### config.mk
export PLATFORM = sky130hd
export DESIGN_NAME = hub_slot_arbiter
export DESIGN_NICKNAME = d
export VERILOG_FILES = /design/src/rtl/hub_arb_pkg.sv /design/src/rtl/hub_rst_sync.sv /design/src/rtl/hub_slot_ptr.sv /design/src/rtl/hub_slot_table.sv /design/src/rtl/hub_grant_reg.sv /design/src/rtl/hub_slot_arbiter.sv
export SDC_FILE = /design/constraint.sdc
export NUM_CORES = 1
export LEC_CHECK = 0
export CAP_MARGIN = 0
export CORE_MARGIN = 2
export CORE_UTILIZATION = 69
export DETAILED_ROUTE_END_ITERATION = 10
export DONT_BUFFER_PORTS = 1
export HOLD_SLACK_MARGIN = 0.02
export PLACE_DENSITY = 0.87
export SLEW_MARGIN = 0
export SYNTH_ARGS = -nofsm -noshare
export SYNTH_HDL_FRONTEND = slang
export SYNTH_SLANG_ARGS = --single-unit
### constraint.sdc
create_clock -name clk_i -period 33.5 [get_ports clk_i]
set_input_delay 0 -clock clk_i [delete_from_list [all_inputs] [get_ports clk_i]]
set_output_delay 0 -clock clk_i [all_outputs]
set_load 0.1 [all_outputs]
### src/rtl/hub_arb_pkg.sv
package hub_arb_pkg;
  localparam int unsigned HUB_CORES = 16;
  localparam int unsigned HUB_SLOTS = 128;
endpackage

### src/rtl/hub_rst_sync.sv
module hub_rst_sync (
  input  logic clk_i,
  input  logic rst_ni,
  output logic rst_sync_no
);
  logic stage1_q, stage2_q;

  always_ff @(posedge clk_i or negedge rst_ni) begin
    if (!rst_ni) begin
      stage1_q <= 1'b0;
      stage2_q <= 1'b0;
    end else begin
      stage1_q <= 1'b1;
      stage2_q <= stage1_q;
    end
  end

  assign rst_sync_no = stage2_q;
endmodule

### src/rtl/hub_slot_ptr.sv
module hub_slot_ptr #(
  parameter int unsigned SLOTS = 128,
  localparam int unsigned PTR_W = $clog2(SLOTS)
) (
  input  logic             clk_i,
  input  logic             rst_ni,
  output logic [PTR_W-1:0] ptr_o
);
  localparam logic [PTR_W-1:0] LAST = PTR_W'(SLOTS - 1);

  logic [PTR_W-1:0] ptr_q, ptr_d;
  logic             ptr_en;

  assign ptr_en = 1'b1;

  always_comb begin
    ptr_d = ptr_q;
    if (ptr_en) ptr_d = (ptr_q == LAST) ? '0 : ptr_q + PTR_W'(1);
  end

  always_ff @(posedge clk_i or negedge rst_ni) begin
    if (!rst_ni) ptr_q <= '0;
    else         ptr_q <= ptr_d;
  end

  assign ptr_o = ptr_q;
endmodule

### src/rtl/hub_slot_table.sv
module hub_slot_table #(
  parameter int unsigned CORES = 16,
  parameter int unsigned SLOTS = 128,
  localparam int unsigned CORE_W = $clog2(CORES),
  localparam int unsigned PTR_W  = $clog2(SLOTS)
) (
  input  logic              clk_i,
  input  logic              rst_ni,
  input  logic [PTR_W-1:0]  rd_ptr_i,
  output logic [CORE_W-1:0] rd_owner_o,
  input  logic              wr_en_i,
  input  logic [PTR_W-1:0]  wr_slot_i,
  input  logic [CORE_W-1:0] wr_core_i
);
  localparam logic [PTR_W:0] SLOT_LIMIT = (PTR_W + 1)'(SLOTS);

  logic [CORE_W-1:0] tab_q [SLOTS];
  logic [CORE_W-1:0] tab_d [SLOTS];
  logic              wr_ok;

  assign wr_ok = wr_en_i && ({1'b0, wr_slot_i} < SLOT_LIMIT);

  always_comb begin
    for (int i = 0; i < int'(SLOTS); i++) begin
      tab_d[i] = tab_q[i];
    end
    if (wr_ok) tab_d[wr_slot_i] = wr_core_i;
  end

  always_ff @(posedge clk_i or negedge rst_ni) begin
    if (!rst_ni) begin
      for (int i = 0; i < int'(SLOTS); i++) begin
        tab_q[i] <= CORE_W'(i % int'(CORES));
      end
    end else begin
      for (int i = 0; i < int'(SLOTS); i++) begin
        tab_q[i] <= tab_d[i];
      end
    end
  end

  assign rd_owner_o = tab_q[rd_ptr_i];
endmodule

### src/rtl/hub_grant_reg.sv
module hub_grant_reg #(
  parameter int unsigned CORES = 16,
  localparam int unsigned CORE_W = $clog2(CORES)
) (
  input  logic              clk_i,
  input  logic              rst_ni,
  input  logic [CORE_W-1:0] slot_owner_i,
  input  logic [CORES-1:0]  req_i,
  output logic [CORES-1:0]  grant_o,
  output logic [CORE_W-1:0] owner_o
);
  logic [CORES-1:0]  grant_d, grant_q;
  logic [CORE_W-1:0] owner_q;

  for (genvar j = 0; j < int'(CORES); j++) begin : g_dec
    assign grant_d[j] = (slot_owner_i == CORE_W'(j)) && req_i[j];
  end

  always_ff @(posedge clk_i or negedge rst_ni) begin
    if (!rst_ni) begin
      grant_q <= '0;
      owner_q <= '0;
    end else begin
      grant_q <= grant_d;
      owner_q <= slot_owner_i;
    end
  end

  assign grant_o = grant_q;
  assign owner_o = owner_q;
endmodule

### src/rtl/hub_slot_arbiter.sv
module hub_slot_arbiter
  import hub_arb_pkg::*;
#(
  parameter int unsigned CORES = HUB_CORES,
  parameter int unsigned SLOTS = HUB_SLOTS,
  localparam int unsigned CORE_W = $clog2(CORES),
  localparam int unsigned PTR_W  = $clog2(SLOTS)
) (
  input  logic              clk_i,
  input  logic              rst_ni,
  input  logic [CORES-1:0]  req_i,
  input  logic              wr_en_i,
  input  logic [PTR_W-1:0]  wr_slot_i,
  input  logic [CORE_W-1:0] wr_core_i,
  output logic [CORES-1:0]  grant_o,
  output logic [CORE_W-1:0] owner_o
);
  logic              rst_sync_n;
  logic [PTR_W-1:0]  slot_ptr;
  logic [CORE_W-1:0] slot_owner;

  hub_rst_sync u_rst (
    .clk_i      (clk_i),
    .rst_ni     (rst_ni),
    .rst_sync_no(rst_sync_n)
  );

  hub_slot_ptr #(.SLOTS(SLOTS)) u_ptr (
    .clk_i (clk_i),
    .rst_ni(rst_sync_n),
    .ptr_o (slot_ptr)
  );

  hub_slot_table #(.CORES(CORES), .SLOTS(SLOTS)) u_tab (
    .clk_i     (clk_i),
    .rst_ni    (rst_sync_n),
    .rd_ptr_i  (slot_ptr),
    .rd_owner_o(slot_owner),
    .wr_en_i   (wr_en_i),
    .wr_slot_i (wr_slot_i),
    .wr_core_i (wr_core_i)
  );

  hub_grant_reg #(.CORES(CORES)) u_gnt (
    .clk_i       (clk_i),
    .rst_ni      (rst_sync_n),
    .slot_owner_i(slot_owner),
    .req_i       (req_i),
    .grant_o     (grant_o),
    .owner_o     (owner_o)
  );
endmodule

==> summary.txt <==
Critical path
  • CP Capture Type: register
  • Crit-path max FO: 53
  • Worst setup path class: reg -> reg
  • Worst path required time: 33.97 ns
  • Crit start category: register
  • Arrival @ worst endpoint: 4.81 ns

Yosys
  • Syn Inst Count: 1,735
  • Sequential area share after synthesis: 54.5%
  • Most area-hungry cell type in the Yosys netlist: dfrtp_1
  • Top cells by count, synth: mux2_2, dfrtp_1, dfstp_2
  • Main combinational cell family by area after synthesis: multiplexers
  • Most frequent cell after synthesis: mux2_2
  • Ys flop type: dfrtp_1
  • Post-synth ARST share: 100%
  • Post-Syn Area: 25,400 um2
  • Synth area leaders: dfrtp_1, dfstp_2, mux2_2
  • Synth unique cells: 71
  • Post-Synthesis Net Count: 1,766
  • Adder-cell share of the synthesized area: 0.0492%
  • Simple-Gate Fraction of Synth Area: 5.05%
  • Compound-Gate Fraction of Synth Area: 3.01%
  • Xor/xnor share of the synthesized area: 0.103%
  • Mux share of post-synthesis cell area: 34.6%
  • Area share of the largest cell type after synthesis: 28.0%
  • Syn. warnings: 0
  • Post-synth EDFFs: 0
  • Post-synthesis average cell area: 14.7 um2
  • Synth Register Bits: 541

Global route
  • First-pass GRT wire length: 97,600 um
  • Initial antenna violation count: 1
  • Largest net degree at the start of global routing: 183
  • Vias in the first global route: 16,450
  • Gr ovfl total: 0
  • GRT Resource Usage Total: 33.6%

Timing
  • Worst setup margin: 29.16 ns
  • Unrepaired setup endpoints after global routing: no
  • Final slew viol count: 0
  • Worst Skew: 0.0232 ns
  • Hold Worst Slack: 0.0445 ns
  • Actual slew at the worst max-slew pin: 1.20 ns
  • Max Fclk: 0.230 GHz
  • Final Cycle Share: 13.0%
  • Tmin final: 4.34 ns
  • Fin. Hold Viols: 0
  • Final setup fails: 0
  • Post-route setup TNS: 0 ns
  • Slew HR: 19.7%

Drt
  • Drt drc: 0
  • DRT iter0 DRCs: 1,385
  • Antenna viol nets, final: 0
  • DR pass1 iterations: 5
  • Via count: 15,352
  • WL final: 62,000 um
  • Avg WL per Cell: 27.7 um
  • Via-to-Cell Ratio: 6.85

Clocking
  • CTS resizes: 0
  • TritonCTS Sinks: 541
  • Clock-pin slew on the worst setup and hold paths: 0.07 ns
  • Skew-Pair Late Insertion Delay: 0.61 ns
  • Clock tree buffer depth: 3
  • CTS root buffer: clkbuf_16
  • CTS tree: built
  • Max H-tree Level: 2
  • Num CTS Buffers: 54

Job
  • Max-capacitance violation count: 0

Floorplanning
  • Row count: 70
  • # IOs: 50
  • Die W: 196 um
  • Core area: 36,400 um2
  • Initial Util: 69.8%
  • Chip Height: 196 um
  • Die area: 38,400 um2

Finish
  • Post-route cell area: 27,800 um2
  • Layout cells sized above 1: 57.0%
  • Growth of design area from synthesis to finish: 9.34%
  • Layout Nets: 1,756

Placed design
  • Dpl ws: 29.30 ns
  • Input/output buffers: 0
  • Post-DP HPWL: 37,700 um
  • Placed Area: 25,500 um2
  • Final GP Congestion: 0.939

Power
  • PD cells: 53.6 nW/um2
  • Leakage: 11.7 nW
  • Worst vdd ir: 0.0429 mV

Min path
  • Hold/Removal Path Class: in -> reg

Status
  • Status: complete, no violations
==> layout make-up <==
cell class | instances | area [um2]
sequential | 541 | 13900
multi-input combinational | 1068 | 10900
fill | 2085 | 8630
clock buffer | 96 | 1750
timing repair buffer | 55 | 593
tap | 468 | 586
clock inverter | 6 | 57.6
inverter | 5 | 18.8
antenna | 1 | 2.50
==> final timing paths <==
kind | startpoint | to | slack [ns] | depth (start not counted)
hold / removal | wr_slot_i[1] | u_tab.tab_q[50]$_DFFE_PN0P_ | 0.04 | 3
min in group asynchronous | rst_ni | u_rst.rst_sync_no$_DFF_PN0_ | 0.16 | 2
setup / recovery | u_ptr.ptr_o[0]$_DFF_PN0_ | u_gnt.grant_o[15]$_DFF_PN0_ | 29.16 | 9
max in group asynchronous | u_rst.rst_sync_no$_DFF_PN0_ | u_ptr.ptr_o[0]$_DFF_PN0_ | 30.74 | 2
hold reg to reg | u_rst.stage1_q$_DFF_PN0_ | u_rst.rst_sync_no$_DFF_PN0_ | 0.35 | 0
setup reg to reg | u_ptr.ptr_o[0]$_DFF_PN0_ | u_gnt.grant_o[15]$_DFF_PN0_ | 29.16 | 9
==> registers in the layout, indices dropped and copies added (netlist names) <==
signal	flops
u_rst.stage1_q	1
u_gnt.owner_o	4
u_gnt.grant_o	16
u_tab.tab_q	512
u_rst.rst_sync_no	1
u_ptr.ptr_o	7
==> critical path: stages (launching register included) <==
cell	delay, ns
dfrtp_4	1.02
buf_4	0.85
mux4_2	0.61
mux2i_1	0.21
o21ai_1	0.12
o311a_1	0.35
o32ai_2	0.49
inv_2	0.11
and2_4	0.17
and3_1	0.21
==> through the flow <==
step / util (%) / power, mW / instances
floorplan: - / 0.845 / 1735
global placement: 70.1 / 0.863 / 2098
detailed placement: 70.1 / 0.873 / 2098
CTS: 76.3 / 1.49 / 2239
global route: 76.3 / 1.54 / 2239
finish: 76.3 / 1.49 / 2240
==> layer usage <==
metal,vias up,track usage [%],wire (um)
li1,6352,-,-
met1,8103,44.9,24700
met2,684,53.5,29600
met3,211,7.62,4860
met4,2,14.6,2880
met5,-,0,15
==> where the power goes <==
part | switching (mW) | leakage, nW | internal (mW)
registers | 0.0356 | 6.52 | 0.724
clock network | 0.251 | 0.887 | 0.359
logic | 0.0596 | 4.33 | 0.0616
==> kinds of logic after synthesis <==
group / count (synthesis)
compound gates: 97
buf+inv: 126
mux: 690
flops: 541
xor+xnor: 3
simple gates: 276
fa+ha+maj: 1
other cells: 1
==> repair_timing <==
action / 4_1_cts / 5_1_grt
hold endpoints to repair: 530 / 0
hold buffers: 39 / 0
setup buffers: 0 / 0
==> cell usage in the layout, fill, tap and decap left out, types with 9 or more instances in the layout <==
master,instances
clkbuf_8,18
dfstp_2,256
buf_4,15
mux4_2,97
mux2_2,520
nor3_1,9
nor2_1,60
dfrtp_1,281
nand2b_1,9
dlygate4sd3_1,35
nor2b_1,19
clkbuf_1,21
nand3_1,17
a22oi_1,15
nand2_1,112
mux2i_1,70
a21oi_1,15
clkbuf_16,57
and3_1,18
No activity file was read; power rests on OpenSTA's default activity.
